### config.mk
export PLATFORM = sky130hd
export DESIGN_NAME = tmr_readout
export DESIGN_NICKNAME = d
export VERILOG_FILES = /design/src/rtl/tmr_readout_pkg.sv /design/src/rtl/tmr_cmd_decode.sv /design/src/rtl/tmr_chan_readout.sv /design/src/rtl/tmr_readout.sv
export SDC_FILE = /design/constraint.sdc
export NUM_CORES = 1
export LEC_CHECK = 0
export ABC_AREA = 1
export BUFFER_PORTS_ARGS = -buffer_cell sky130_fd_sc_hd__clkbuf_2
export CORE_MARGIN = 2
export CORE_UTILIZATION = 40
export CTS_CLUSTER_DIAMETER = 30
export DETAILED_ROUTE_END_ITERATION = 10
export PLACE_DENSITY_LB_ADDON = 0.12
export SETUP_SLACK_MARGIN = 0.5
export SLEW_MARGIN = 5
export SYNTH_ARGS = -nofsm -noshare
export SYNTH_HDL_FRONTEND = slang
export SYNTH_SLANG_ARGS = --single-unit
### constraint.sdc
create_clock -name clk -period 1.85 [get_ports clk]
set_input_delay 0.37 -clock clk [delete_from_list [all_inputs] [get_ports clk]]
set_output_delay 0.37 -clock clk [all_outputs]
set_load 0.03 [all_outputs]
### src/rtl/tmr_readout_pkg.sv
package tmr_readout_pkg;
  localparam int CNT_W  = 16;
  localparam int BYTE_W = 8;
  localparam int CTL_W  = 6;

  typedef enum logic [1:0] {
    FMT_NONE = 2'b00,
    FMT_LO   = 2'b01,
    FMT_HI   = 2'b10,
    FMT_LOHI = 2'b11
  } acc_fmt_e;

  typedef struct packed {
    logic cnt;   // freeze count
    logic st;    // freeze status
    logic prog;  // channel reprogrammed
  } chan_req_t;
endpackage

### src/rtl/tmr_cmd_decode.sv
module tmr_cmd_decode
  import tmr_readout_pkg::*;
#(
  parameter int NCH = 3
) (
  input  logic                  cmd_we,
  input  logic [BYTE_W-1:0]     cmd_data,
  output chan_req_t [NCH-1:0]   req_o
);
  logic multi_cap;
  assign multi_cap = (cmd_data[7:6] == 2'b11);

  always_comb begin
    req_o = '0;
    if (cmd_we) begin
      for (int i = 0; i < NCH; i++) begin
        if (multi_cap) begin
          // select bits 1..NCH map to channels 0..NCH-1, bit 0 unused
          if (cmd_data[i+1]) begin
            req_o[i].cnt = ~cmd_data[5];
            req_o[i].st  = ~cmd_data[4];
          end
        end else if (cmd_data[7:6] == 2'(i)) begin
          if (cmd_data[5:4] == 2'b00) req_o[i].cnt  = 1'b1;
          else                        req_o[i].prog = 1'b1;
        end
      end
    end
  end
endmodule

### src/rtl/tmr_chan_readout.sv
module tmr_chan_readout
  import tmr_readout_pkg::*;
(
  input  logic              clk,
  input  logic              rst_n,
  input  chan_req_t         req_i,
  input  logic              rd_stb_i,
  input  logic [CNT_W-1:0]  live_i,
  input  logic              out_level_i,
  input  logic              null_cnt_i,
  input  logic [CTL_W-1:0]  ctrl_i,
  output logic [BYTE_W-1:0] rd_byte_o,
  output logic              cnt_lat_o,
  output logic              st_lat_o,
  output logic [CNT_W-1:0]  cnt_hold_o,
  output logic [BYTE_W-1:0] st_hold_o
);
  logic              cnt_lat_q, cnt_lat_d;
  logic              st_lat_q,  st_lat_d;
  logic              hi_nxt_q,  hi_nxt_d;
  logic [CNT_W-1:0]  cnt_hold_q, cnt_hold_d;
  logic [BYTE_W-1:0] st_hold_q,  st_hold_d;
  logic              upd_en;

  acc_fmt_e          fmt;
  logic [CNT_W-1:0]  src;
  logic              hi_sel, cnt_read, last_byte;

  assign fmt       = acc_fmt_e'(ctrl_i[5:4]);
  assign src       = cnt_lat_q ? cnt_hold_q : live_i;
  assign hi_sel    = (fmt == FMT_HI) || ((fmt == FMT_LOHI) && hi_nxt_q);
  assign cnt_read  = rd_stb_i && !st_lat_q;
  assign last_byte = cnt_read && ((fmt != FMT_LOHI) || hi_nxt_q);
  assign upd_en    = rd_stb_i || req_i.cnt || req_i.st || req_i.prog;

  always_comb begin
    if (!rd_stb_i)     rd_byte_o = '0;
    else if (st_lat_q) rd_byte_o = st_hold_q;
    else if (hi_sel)   rd_byte_o = src[CNT_W-1:BYTE_W];
    else               rd_byte_o = src[BYTE_W-1:0];
  end

  always_comb begin
    cnt_lat_d  = cnt_lat_q;
    st_lat_d   = st_lat_q;
    hi_nxt_d   = hi_nxt_q;
    cnt_hold_d = cnt_hold_q;
    st_hold_d  = st_hold_q;
    if (req_i.prog) begin
      cnt_lat_d = 1'b0;
      st_lat_d  = 1'b0;
      hi_nxt_d  = 1'b0;
    end else begin
      if (rd_stb_i && st_lat_q)               st_lat_d  = 1'b0;
      if (cnt_read && (fmt == FMT_LOHI))      hi_nxt_d  = ~hi_nxt_q;
      if (last_byte)                          cnt_lat_d = 1'b0;
      if (req_i.cnt && !cnt_lat_q) begin
        cnt_lat_d  = 1'b1;
        cnt_hold_d = live_i;
      end
      if (req_i.st && !st_lat_q) begin
        st_lat_d  = 1'b1;
        st_hold_d = {out_level_i, null_cnt_i, ctrl_i};
      end
    end
  end

  always_ff @(posedge clk or negedge rst_n) begin
    if (!rst_n) begin
      cnt_lat_q  <= 1'b0;
      st_lat_q   <= 1'b0;
      hi_nxt_q   <= 1'b0;
      cnt_hold_q <= '0;
      st_hold_q  <= '0;
    end else if (upd_en) begin
      cnt_lat_q  <= cnt_lat_d;
      st_lat_q   <= st_lat_d;
      hi_nxt_q   <= hi_nxt_d;
      cnt_hold_q <= cnt_hold_d;
      st_hold_q  <= st_hold_d;
    end
  end

  assign cnt_lat_o  = cnt_lat_q;
  assign st_lat_o   = st_lat_q;
  assign cnt_hold_o = cnt_hold_q;
  assign st_hold_o  = st_hold_q;
endmodule

### src/rtl/tmr_readout.sv
module tmr_readout
  import tmr_readout_pkg::*;
#(
  parameter int NCH = 3
) (
  input  logic                    clk,
  input  logic                    rst_n,
  input  logic                    cmd_we,
  input  logic [BYTE_W-1:0]       cmd_data,
  input  logic [NCH*CNT_W-1:0]    live_count,
  input  logic [NCH-1:0]          out_level,
  input  logic [NCH-1:0]          null_cnt,
  input  logic [NCH*CTL_W-1:0]    ctrl_bits,
  input  logic [NCH-1:0]          rd_stb,
  output logic [BYTE_W-1:0]       rd_data
);
  chan_req_t [NCH-1:0]       req;
  logic [NCH-1:0]            cnt_lat_v, st_lat_v;
  logic [NCH*CNT_W-1:0]      cnt_hold_v;
  logic [NCH*BYTE_W-1:0]     st_hold_v;
  logic [BYTE_W-1:0]         byte_v [NCH];

  tmr_cmd_decode #(.NCH(NCH)) u_dec (
    .cmd_we   (cmd_we),
    .cmd_data (cmd_data),
    .req_o    (req)
  );

  for (genvar g = 0; g < NCH; g++) begin : g_ch
    tmr_chan_readout u_ch (
      .clk         (clk),
      .rst_n       (rst_n),
      .req_i       (req[g]),
      .rd_stb_i    (rd_stb[g]),
      .live_i      (live_count[g*CNT_W +: CNT_W]),
      .out_level_i (out_level[g]),
      .null_cnt_i  (null_cnt[g]),
      .ctrl_i      (ctrl_bits[g*CTL_W +: CTL_W]),
      .rd_byte_o   (byte_v[g]),
      .cnt_lat_o   (cnt_lat_v[g]),
      .st_lat_o    (st_lat_v[g]),
      .cnt_hold_o  (cnt_hold_v[g*CNT_W +: CNT_W]),
      .st_hold_o   (st_hold_v[g*BYTE_W +: BYTE_W])
    );
  end

  always_comb begin
    rd_data = '0;
    for (int i = NCH - 1; i >= 0; i--) begin
      if (rd_stb[i]) rd_data = byte_v[i];
    end
  end
endmodule

; Yosys cells after proc, flatten, opt, wreduce, memory -nomap -nowiden
; Cells that the tools add are included.
[op_classes]
n_mux = 57
reduce_logical = 68
n_eq_ne = 12
n_lt_le_gt_ge = 0
div_mod_pow = 0
n_mul = 0
bitwise = 8
add_sub_neg = 0
shift = 0
[op_table]
columns = operator, n
row1 = 2-to-1 mux 8 bit, 9
row2 = 2-to-1 mux 16 bit, 3
row3 = 2-to-1 mux 1 bit, 41
row4 = logical AND 1 bit, 21
row5 = AND reduction 2 bit, 9
row6 = AND reduction 3 bit, 6
row7 = nonzero test 3 bit, 6
row8 = "== test 2 bit, second input constant", 8
row9 = logical OR 1 bit, 15
row10 = 2-to-1 mux 9 bit, 1
row11 = inverter 1 bit, 8
row12 = zero test 1 bit, 6
row13 = 2-to-1 mux 2 bit, 3
row14 = "inequality test 2 bit, second input constant", 3
row15 = nonzero test 2 bit, 3
row16 = zero test 2 bit, 2
row17 = "== test 2 x 1 -> 1 bit, second input constant", 1
[totals]
n_memories = 0
out_inout_bits = 8
romBits = 0
mem_bits_rw = 0
latch_bits = 0
regBits = 81
input_bits = 86

; Longest topological paths before layout
; Gate-level depths: netlist of the first run.
[logic_depth]
ltp_word = 9
ltp_mapped = 12
mapped_depth_nobuf = 10

; Hierarchy
; From an unflattened synthesis of the first run, not the netlist that was laid out.
[unflattened]
hier_cells = 795
area_unflattened_um2 = 5408.9
[by_module_without_submodules]
columns = mod, area_per_inst_um2, cells_per_inst, seq_area_each_um2, instances
row1 = tmr_chan_readout, 1669.1, 234, 675.6, 3
row2 = tmr_readout, 252.7, 61, 0.0, 1
row3 = tmr_cmd_decode, 148.9, 32, 0.0, 1

; Worst setup path after synthesis of the first run
; OpenSTA, ideal clock, no wires.
[synth_timing]
kind = register -> output
from = register g_ch[2].u_ch.cnt_lat_q
to = output port rd_data[6]
slack_ps = 166
stages_incl_launch_ff = 13
arrival_time_ps = 1314
path_cell_list = dfrtp_1 > buf_2 > inv_2 > buf_4 > nand2_1 > nand2_1 > nand2_1 > nand3_1 > nand2_1 > nand2_1 > nand2_1 > nand2_1 > nand2_1
[synth_via]
elab_chain_cells = 6
[synth_lines]
columns = item, line
row1 = start: declaration, tmr_chan_readout.sv:18  ; logic cnt_lat_q, cnt_lat_d;
row2 = start signal: assignment, tmr_chan_readout.sv:76  ; cnt_lat_q <= cnt_lat_d;
row3 = 2-to-1 mux 16 bit, tmr_chan_readout.sv:30  ; assign src = cnt_lat_q ? cnt_hold_q : live_i;
row4 = 2-to-1 mux 8 bit, tmr_chan_readout.sv:39  ; else if (hi_sel) rd_byte_o = src[CNT_W-1:BYTE_W];
row5 = 2-to-1 mux 8 bit, tmr_chan_readout.sv:38  ; else if (st_lat_q) rd_byte_o = st_hold_q;
row6 = 2-to-1 mux 8 bit (3 in series), tmr_readout.sv:50  ; if (rd_stb[i]) rd_data = byte_v[i];
row7 = end: declaration, tmr_readout.sv:15  ; output logic [BYTE_W-1:0] rd_data
; No other way between the ends.

; Worst setup path in the final report of the first run
[layout_timing]
from = register g_ch[2].u_ch.cnt_lat_q
to = output port rd_data[3]
; The elaborated chain is that of the path after synthesis.

==> run summary, run 1 <==
Status -> complete, but fails checks
Failing checks -> design-rule violations, negative setup slack
Gp weighted congestion -> 0.861
RR Startpoint -> g_ch[1].u_ch.cnt_lat_o$_DFFE_PN0P_
CP Buf/Inv Count -> 2
GRT Overall Usage -> 0.209
Die Y-Extent -> 113 microns
Remaining antenna violation count after routing -> 0
Reg2reg end -> g_ch[1].u_ch.cnt_hold_o[9]$_DFFE_PN0P_
Hpwl dp -> 9.38 mm
Yosys warns -> 0
Slowest CP cell -> dfrtp_2
Area Growth Syn to Fin -> 33.2%
Total power -> 5.99 mW
WL final -> 12.9 mm
Crit path kind -> reg2out
Share of layout cells above drive strength 1 -> 0.271
Maximum fanout along the worst path -> 8
Reg2Reg Depth -> 5
Sequential-to-total area share from yosys stat -> 0.425
Main synth FF type -> dfrtp_1
Synth Instances -> 717
Post-CTS setup buffer count -> 0
CP Launch Type -> flip-flop
Critical path's top delay family -> simple AND/OR/NAND/NOR gates
Worst Max-Slew Pin Slew -> 0.351 ns
Most common cell after layout, fill and taps aside -> nand2_1
Final WS setup -> -0.332 ns
Largest net degree at the start of global routing -> 41
Finished Cell Area -> 6350 sq um
Synth Register Bits -> 81
Post-synth EDFFs -> 0
DR DRC count -> 6
WHS -> 0.250 ns
R2r setup slk -> 0.57 ns
Routed via count -> 4,673
GR Overflow Total -> 0
Antenna diodes -> 0
Vias in the first global route -> 4,475
Die X-Extent -> 113 microns
Achievable Freq -> 0.458 GHz
Initial antenna violation count -> 0
Fin Clk Skew -> 0.00464 ns
Worst path cell trace -> clkbuf_16, nand2_1, nand2_1, nand2_1, nand3_2, nand2_1, nand2_1, nand2_1, nand2_2, nand2_4, buf_8
Async S/R FF share, synth -> 1.00
CORE AREA -> 11,500 sq um
First-pass GRT wire length -> 21.0 mm
CP endpoint kind -> output port
Std cell rows -> 39
Worst-path clk slew -> 0.06 ns
P_leak -> 3.59 nW
Most frequent cells in the layout -> nand2_1 (284), inv_1 (108), clkbuf_2 (83)
Mapped cell area -> 4770 sq um
Syn Nets -> 803
Netlist cell types -> 28
Critical Path Sink -> rd_data[3]
Clock Tree Root -> clkbuf_16
Min Tclk post-route -> 2.18 ns
CTS buffer count -> 9
Fin. Hold Viols -> 0
# fillers -> 1,102
Clk Latency, worst-skew pair -> 0.34 ns
Clock Path Buffers -> 2
WP data required -> 1.48 ns
CP Data Arrival Time -> 1.81 ns
H-tree levels -> 3
VDD IR-drop max -> 570 uV
Placed cell area -> 5680 sq um
Setup_tns -> -2.34 ns
IO Count -> 94
WL per Instance -> 13.1 microns
Max-slew violations -> 0
Die ar. -> 12,800 sq um
Syn avg cell area -> 6.65 sq um
Max incr delay on CP -> 0.48 ns
Setup crit start -> g_ch[2].u_ch.cnt_lat_o$_DFFE_PN0P_
Power Dens Cells -> 942 nW/um^2
Unrepaired setup endpoints after global routing -> yes
Layout Nets -> 920
Port Buffers -> 92
Drt via density -> 4.76
MaxCap Viol Count -> 0
HP Class -> in2reg
Most common cell on crit path -> nand2_1
First drt pass iteration count -> 8
1st-iter DRT viols -> 273
Levels on crit path -> 11
# setup viols final -> 8
# clock sinks -> 81
Initial Utilization -> 0.414
Post-layout util -> 0.552
Worst relative slew slack -> 0.766
Final clock period utilization by the worst path -> 1.18
CTS tree -> done
-- metrics by stage --
stage               setup WS [ns]  instances
floorplan                   0.312        717
global placement          -0.0759        962
detailed placement        -0.0546        962
CTS                        -0.312        979
global route               -0.410        982
finish                     -0.332        982
-- registers in the layout, summed over array words and instances, names as in the netlist --
| signal | flops |
|---|---|
| g_ch.u_ch.st_lat_o | 3 |
| g_ch.u_ch.cnt_lat_o | 3 |
| g_ch.u_ch.cnt_hold_o | 48 |
| g_ch.u_ch.hi_nxt_q | 3 |
| g_ch.u_ch.st_hold_o | 24 |
-- area by class of cell --
class,instances,area [sq um],area share
Multi-Input combinational cell,494,2380,0.375
Sequential cell,81,2030,0.319
Timing Repair Buffer,127,948,0.149
Inverter,121,469,0.0739
Clock buffer,10,239,0.0376
Tap cell,143,179,0.0282
Clock inverter,6,105,0.0165
-- worst min-delay path by stage --
stage	slack, ns	start	cells after the start	to
finish	0.25	ctrl_bits[6]	3	g_ch[1].u_ch.st_hold_o[0]$_DFFE_PN0P_
global route	0.25	null_cnt[1]	3	g_ch[1].u_ch.st_hold_o[6]$_DFFE_PN0P_
CTS	0.24	ctrl_bits[6]	3	g_ch[1].u_ch.st_hold_o[0]$_DFFE_PN0P_
detailed placement	0.31	rst_n	1	g_ch[2].u_ch.cnt_hold_o[12]$_DFFE_PN0P_
global placement	0.31	rst_n	1	g_ch[2].u_ch.cnt_hold_o[12]$_DFFE_PN0P_
floorplan	0.07	rst_n	0	g_ch[0].u_ch.cnt_hold_o[0]$_DFFE_PN0P_
-- timing repair --
| action | 4_1_cts | 5_1_grt |
|---|---|---|
| endpoints found under the hold margin | 23 | 0 |
| setup endpoints to repair | 25 | 40 |
| gates resized for setup | 33 | 50 |
| hold buffers | 1 | 0 |
| gates cloned | 0 | 3 |
| pin swaps | 4 | 20 |
-- cell usage after synthesis (3+ instances only) --
library cell | count | area share
clkinv_1 | 4 | 0.0031
nor3_1 | 3 | 0.0031
nor2_1 | 26 | 0.020
o31ai_1 | 6 | 0.0094
nand3_2 | 3 | 0.0063
nand2_1 | 320 | 0.25
nand2_2 | 3 | 0.0039
o21ai_0 | 58 | 0.061
a31oi_1 | 4 | 0.0052
o22ai_1 | 5 | 0.0066
inv_1 | 114 | 0.090
dfrtp_1 | 81 | 0.42
buf_4 | 4 | 0.0063
nor3_4 | 3 | 0.010
o21ai_2 | 3 | 0.0055
nand3_1 | 43 | 0.045
buf_2 | 13 | 0.014
inv_2 | 3 | 0.0024
o211ai_1 | 8 | 0.013
-- metal layers --
metal / wire length [microns] / up-vias / GRT usage
met5: 0 / - / 0
met4: 176 / 0 / 0.0683
met3: 592 / 12 / 0.0450
met2: 6120 / 95 / 0.341
met1: 5970 / 2136 / 0.277
li1: - / 2430 / -
-- worst register-to-register path: stages, from the launching register on --
cell      delay, ns
dfrtp_2        0.49
clkinv_4       0.14
buf_4          0.16
nand3_2        0.08
buf_12         0.17
o21ai_0        0.11
-- cell families after synthesis --
family                 after synthesis  synth area share
buffers and inverters              142             0.120
flip-flops                          81             0.425
AO/OA/AOI/OAI                       90             0.108
AND/OR/NAND/NOR                    404             0.347
-- report_power, final --
part	internal (mW)	total [mW]	switching, mW	leakage [nW]
sequential	2.19	2.43	0.238	1.02
clock	1.35	2.08	0.734	0.172
combinational	0.632	1.48	0.847	2.39
total	4.17	5.99	1.82	3.59
No activity file was read; power rests on OpenSTA's default activity.
==> run 2: changes to the inputs <==
--- a/config.mk
+++ b/config.mk
@@ -11,7 +11,8 @@
 export CORE_UTILIZATION = 40
 export CTS_CLUSTER_DIAMETER = 30
 export DETAILED_ROUTE_END_ITERATION = 10
-export PLACE_DENSITY_LB_ADDON = 0.12
+export HOLD_SLACK_MARGIN = 0.02
+export PLACE_DENSITY_LB_ADDON = 0.2
 export SETUP_SLACK_MARGIN = 0.5
 export SLEW_MARGIN = 5
 export SYNTH_ARGS = -nofsm -noshare
==> run summary, run 2 (synthesis results as in run 1) <==
Status -> complete, but fails checks
Failing checks -> design-rule violations, negative setup slack
Drt via density -> 4.82
First drt pass iteration count -> 8
Min Tclk post-route -> 2.17 ns
MaxCap Viol Count -> 0
Final clock period utilization by the worst path -> 1.17
DR DRC count -> 4
Port Buffers -> 92
P_sw -> 1.80 mW
Area Growth Syn to Fin -> 31.5%
Most common cell after layout, fill and taps aside -> nand2_1
Max reg flops -> 48
Hpwl dp -> 9.16 mm
Layout Nets -> 915
Clock Path Buffers -> 2
Fin Clk Skew -> 0.00880 ns
Internal power -> 4.06 mW
Sw frac -> 0.308
IO Count -> 94
Maximum fanout along the worst path -> 7
# fillers -> 1,120
HP Class -> in2async
Final WS setup -> -0.323 ns
Die X-Extent -> 113 microns
Share of layout cells above drive strength 1 -> 0.275
Achievable Freq -> 0.460 GHz
Most frequent cells in the layout -> nand2_1 (264), inv_1 (113), clkbuf_2 (83)
GR Overflow Total -> 0
Worst Max-Slew Pin Slew -> 0.496 ns
Clk Latency, worst-skew pair -> 0.34 ns
CTS buffer count -> 9
Fin. Hold Viols -> 0
First-pass GRT wire length -> 20.9 mm
Placed cell area -> 5650 sq um
CP Launch Type -> flip-flop
Hold buffer count at CTS -> 0
Initial Utilization -> 0.414
VDD IR-drop max -> 436 uV
CORE AREA -> 11,500 sq um
# clock sinks -> 81
Crit path kind -> reg2out
WHS -> 0.00615 ns
Worst relative slew slack -> 0.669
1st-iter DRT viols -> 301
Clk network pwr share -> 0.334
Gp weighted congestion -> 0.855
WL per Instance -> 13.1 microns
Die Y-Extent -> 113 microns
Std cell rows -> 39
Routed via count -> 4,710
Clock Tree Root -> clkbuf_16
CP Data Arrival Time -> 1.80 ns
Unrepaired setup endpoints after global routing -> yes
P_leak -> 3.55 nW
H-tree levels -> 3
Vias in the first global route -> 4,490
Flop pwr share -> 0.414
Max-slew violations -> 0
Finished Cell Area -> 6270 sq um
WP data required -> 1.48 ns
# setup viols final -> 8
Worst-path clk slew -> 0.06 ns
Antenna diodes -> 0
Initial antenna violation count -> 0
Power Dens Cells -> 934 nW/um^2
GRT Overall Usage -> 0.205
R2r setup slk -> 0.57 ns
CTS tree -> done
Remaining antenna violation count after routing -> 0
Die ar. -> 12,800 sq um
Comb pwr share -> 0.252
CP endpoint kind -> output port
WL final -> 12.8 mm
Largest net degree at the start of global routing -> 82
[run 2: cell count changes in the layout (fill, tap and decap cells not counted), sizes merged]
cell	change
clkinv	-3
buf	-2
clkbuf	+2
bufinv	-1
dlygate4sd3	-1
[run 2: final cells by class]
| cell class | count | area [sq um] | share of cell area |
|---|---|---|---|
| Multi-Input combinational cell | 494 | 2420 | 0.386 |
| Sequential cell | 81 | 2030 | 0.324 |
| Timing Repair Buffer | 122 | 847 | 0.135 |
| Inverter | 121 | 468 | 0.0746 |
| Clock buffer | 14 | 264 | 0.0421 |
| Tap cell | 143 | 179 | 0.0285 |
| Clock inverter | 2 | 60.1 | 0.00958 |
[run 2: per-layer routing]
| layer | part of all wire | GRT usage |
|---|---|---|
| met5 | 0 | 0 |
| met4 | 0.020 | 0.0789 |
| met3 | 0.049 | 0.0321 |
| met2 | 0.48 | 0.340 |
| met1 | 0.46 | 0.271 |
[run 2: path summary, 6_finish.rpt]
path / start / endpoint / depth (start not counted)
max in group asynchronous: rst_n / g_ch[0].u_ch.hi_nxt_q$_DFFE_PN0P_ / 2
min reg2reg: g_ch[2].u_ch.st_hold_o[3]$_DFFE_PN0P_ / g_ch[2].u_ch.st_hold_o[3]$_DFFE_PN0P_ / 2
min: rst_n / g_ch[2].u_ch.cnt_hold_o[10]$_DFFE_PN0P_ / 2
max: g_ch[2].u_ch.cnt_lat_o$_DFFE_PN0P_ / rd_data[4] / 11
max reg2reg: g_ch[1].u_ch.cnt_lat_o$_DFFE_PN0P_ / g_ch[1].u_ch.cnt_hold_o[0]$_DFFE_PN0P_ / 5
min in group clk: rd_stb[2] / g_ch[2].u_ch.st_lat_o$_DFFE_PN0P_ / 2
[run 2: worst max-delay path, stage by stage (launching register included)]
cell and delay (ns):
dfrtp_2 0.49, clkbuf_16 0.19, nand2_1 0.06, nand2_1 0.06, nand2_1 0.07, nand3_2 0.09
nand2_1 0.09, nand2_1 0.05, nand2_1 0.08, nand2_2 0.07, nand2_4 0.08, buf_8 0.12
[run 2: power groups by stage]
stage               combinational (mW)  clock, mW  sequential [mW]
global placement                  1.27          0             2.43
finish                            1.47       1.96             2.43
detailed placement                1.31          0             2.45
CTS                               1.37       2.01             2.42
floorplan                        0.914          0             2.38
global route                      1.67       2.08             2.48
[run 2: what timing repair did]
| item | 4_1_cts | 5_1_grt |
|---|---|---|
| pin swaps | 1 | 35 |
| endpoints found under the setup margin | 22 | 30 |
| resized for setup | 27 | 60 |
| buffers inserted | 0 | 1 |
| gates cloned | 0 | 1 |
| hold endpoints to repair | 0 | 0 |
[run 2: stage by stage]
| step | util | cells | power, mW | TNS (ns) | setup WS (ns) |
|---|---|---|---|---|---|
| floorplan | - | 717 | 3.29 | 0 | 0.312 |
| global placement | 0.490 | 959 | 3.70 | -0.320 | -0.0565 |
| detailed placement | 0.490 | 959 | 3.76 | -0.442 | -0.0778 |
| CTS | 0.527 | 975 | 5.80 | -2.46 | -0.322 |
| global route | 0.545 | 977 | 6.23 | -2.94 | -0.377 |
| finish | 0.545 | 977 | 5.86 | -2.40 | -0.323 |
==> run 3: changes to the inputs <==
--- a/config.mk
+++ b/config.mk
@@ -12,6 +12,7 @@
 export CTS_CLUSTER_DIAMETER = 30
 export DETAILED_ROUTE_END_ITERATION = 10
 export HOLD_SLACK_MARGIN = 0.02
+export MAX_ROUTING_LAYER = met4
 export PLACE_DENSITY_LB_ADDON = 0.2
 export SETUP_SLACK_MARGIN = 0.5
 export SLEW_MARGIN = 5
==> constraint.sdc (replaced) <==
create_clock -name clk -period 2.1 [get_ports clk]
set_input_delay 0.42 -clock clk [delete_from_list [all_inputs] [get_ports clk]]
set_output_delay 0.42 -clock clk [all_outputs]
set_load 0.03 [all_outputs]
==> run summary, run 3 (synthesis results as in run 1) <==
Critical path's top delay family -> buffers and inverters
Maximum fanout along the worst path -> 6
Post-CTS setup buffer count -> 0
1st-iter DRT viols -> 310
Gp weighted congestion -> 0.848
VDD IR-drop max -> 445 uV
Worst-path clk slew -> 0.06 ns
MaxCap Viol Count -> 0
Antenna diodes -> 0
Largest net degree at the start of global routing -> 44
Power Dens Cells -> 788 nW/um^2
Flop pwr share -> 0.453
Sw frac -> 0.320
Max incr delay on CP -> 0.39 ns
Max reg flops -> 48
# fillers -> 1,196
Cells after DPL -> 947
Die ar. -> 12,800 sq um
Initial antenna violation count -> 0
Port Buffers -> 92
Hpwl dp -> 9.27 mm
Drt via density -> 4.78
Clock Path Buffers -> 2
Initial Utilization -> 0.414
Die X-Extent -> 113 microns
GR Overflow Total -> 0
Std cell rows -> 39
CP Data Arrival Time -> 1.78 ns
Most common cell after layout, fill and taps aside -> nand2_1
CP endpoint kind -> output port
GRT Overall Usage -> 0.207
Remaining antenna violation count after routing -> 0
Layout Nets -> 902
# clock sinks -> 81
Clk network pwr share -> 0.288
IO Count -> 94
Reg area -> 2030 sq um
Fin. Hold Viols -> 0
Worst path cell trace -> inv_2, a21oi_4, buf_4, o211ai_1, nand2_1, inv_1, nand2_4, clkbuf_8
Crit path kind -> reg2out
Pre-CTS setup slack -> 0.0504 ns
CTS tree -> done
Post-layout util -> 0.520
CORE AREA -> 11,500 sq um
WHS -> 0.0698 ns
HP Class -> in2async
Clk Latency, worst-skew pair -> 0.33 ns
CTS buffer count -> 9
P_sw -> 1.51 mW
Worst relative slew slack -> 0.568
DR DRC count -> 4
Area Growth Syn to Fin -> 25.6%
Placed cell area -> 5530 sq um
Clock Tree Root -> clkbuf_16
Vias in the first global route -> 4,443
Slowest CP cell -> dfrtp_1
Final WS setup -> -0.0969 ns
Fin Clk Skew -> 0.00504 ns
Unrepaired setup endpoints after global routing -> yes
Achievable Freq -> 0.455 GHz
First drt pass iteration count -> 8
CP Buf/Inv Count -> 4
Final clock period utilization by the worst path -> 1.05
Internal power -> 3.21 mW
Comb pwr share -> 0.258
Die Y-Extent -> 113 microns
Hold buffer count at CTS -> 0
Worst Max-Slew Pin Slew -> 0.641 ns
P_leak -> 3.42 nW
Multi-input gate area -> 2370 sq um
Fin cells -> 962
WL per Instance -> 12.8 microns
WP data required -> 1.68 ns
R2r setup slk -> 0.84 ns
# setup viols final -> 8
Share of layout cells above drive strength 1 -> 0.244
Failing checks -> design-rule violations, negative setup slack
Status -> complete, but fails checks
Routed via count -> 4,599
Min Tclk post-route -> 2.20 ns
H-tree levels -> 3
CP Launch Type -> flip-flop
Max-slew violations -> 0
Finished Cell Area -> 5990 sq um
First-pass GRT wire length -> 20.6 mm
WL final -> 12.3 mm
Most frequent cells in the layout -> nand2_1 (282), inv_1 (109), clkbuf_2 (83)
run 3: metal layers:
layer / up-vias / wire length (microns) / track usage
li1: 2389 / - / -
met1: 2084 / 5590 / 0.261
met2: 109 / 5960 / 0.339
met3: 17 / 574 / 0.0391
met4: 0 / 199 / 0.0626
met5: - / 0 / -
run 3: what timing repair did:
| item | 4_1_cts | 5_1_grt |
|---|---|---|
| pin swaps | 24 | 15 |
| gates resized for setup | 47 | 24 |
| cloned | 1 | 0 |
| setup endpoints to repair | 8 | 8 |
run 3: worst paths after layout:
| path | startpoint | endpoint | cells after the start |
|---|---|---|---|
| setup / recovery | g_ch[0].u_ch.hi_nxt_q$_DFFE_PN0P_ | rd_data[6] | 8 |
| hold / removal | rst_n | g_ch[2].u_ch.cnt_hold_o[9]$_DFFE_PN0P_ | 1 |
| setup reg to reg | g_ch[0].u_ch.cnt_lat_o$_DFFE_PN0P_ | g_ch[0].u_ch.cnt_hold_o[10]$_DFFE_PN0P_ | 4 |
| hold reg to reg | g_ch[0].u_ch.st_hold_o[3]$_DFFE_PN0P_ | g_ch[0].u_ch.st_hold_o[3]$_DFFE_PN0P_ | 2 |
| max in group asynchronous | rst_n | g_ch[0].u_ch.cnt_hold_o[11]$_DFFE_PN0P_ | 2 |
| min in group clk | rd_stb[2] | g_ch[2].u_ch.st_lat_o$_DFFE_PN0P_ | 2 |
run 3: cell type report:
| cell class | count | share of cell area |
|---|---|---|
| Clock inverter | 1 | 0.000835 |
| Timing Repair Buffer | 109 | 0.117 |
| Inverter | 121 | 0.0777 |
| Tap cell | 143 | 0.0299 |
| Multi-Input combinational cell | 494 | 0.396 |
| Sequential cell | 81 | 0.339 |
| Clock buffer | 13 | 0.0401 |
run 3: through the flow:
stage / setup TNS, ns / power, mW
2_1_floorplan: 0 / 2.90
3_3_place_gp: 0 / 3.23
3_5_place_dp: 0 / 3.28
4_1_cts: -0.563 / 4.74
5_1_grt: -1.27 / 5.05
6_report: -0.393 / 4.72
run 3: power groups by stage:
stage	sequential [mW]	clock, mW	combinational, mW
global placement	2.14	0	1.09
detailed placement	2.16	0	1.12
global route	2.19	1.46	1.40
floorplan	2.10	0	0.804
finish	2.14	1.36	1.22
CTS	2.14	1.40	1.20
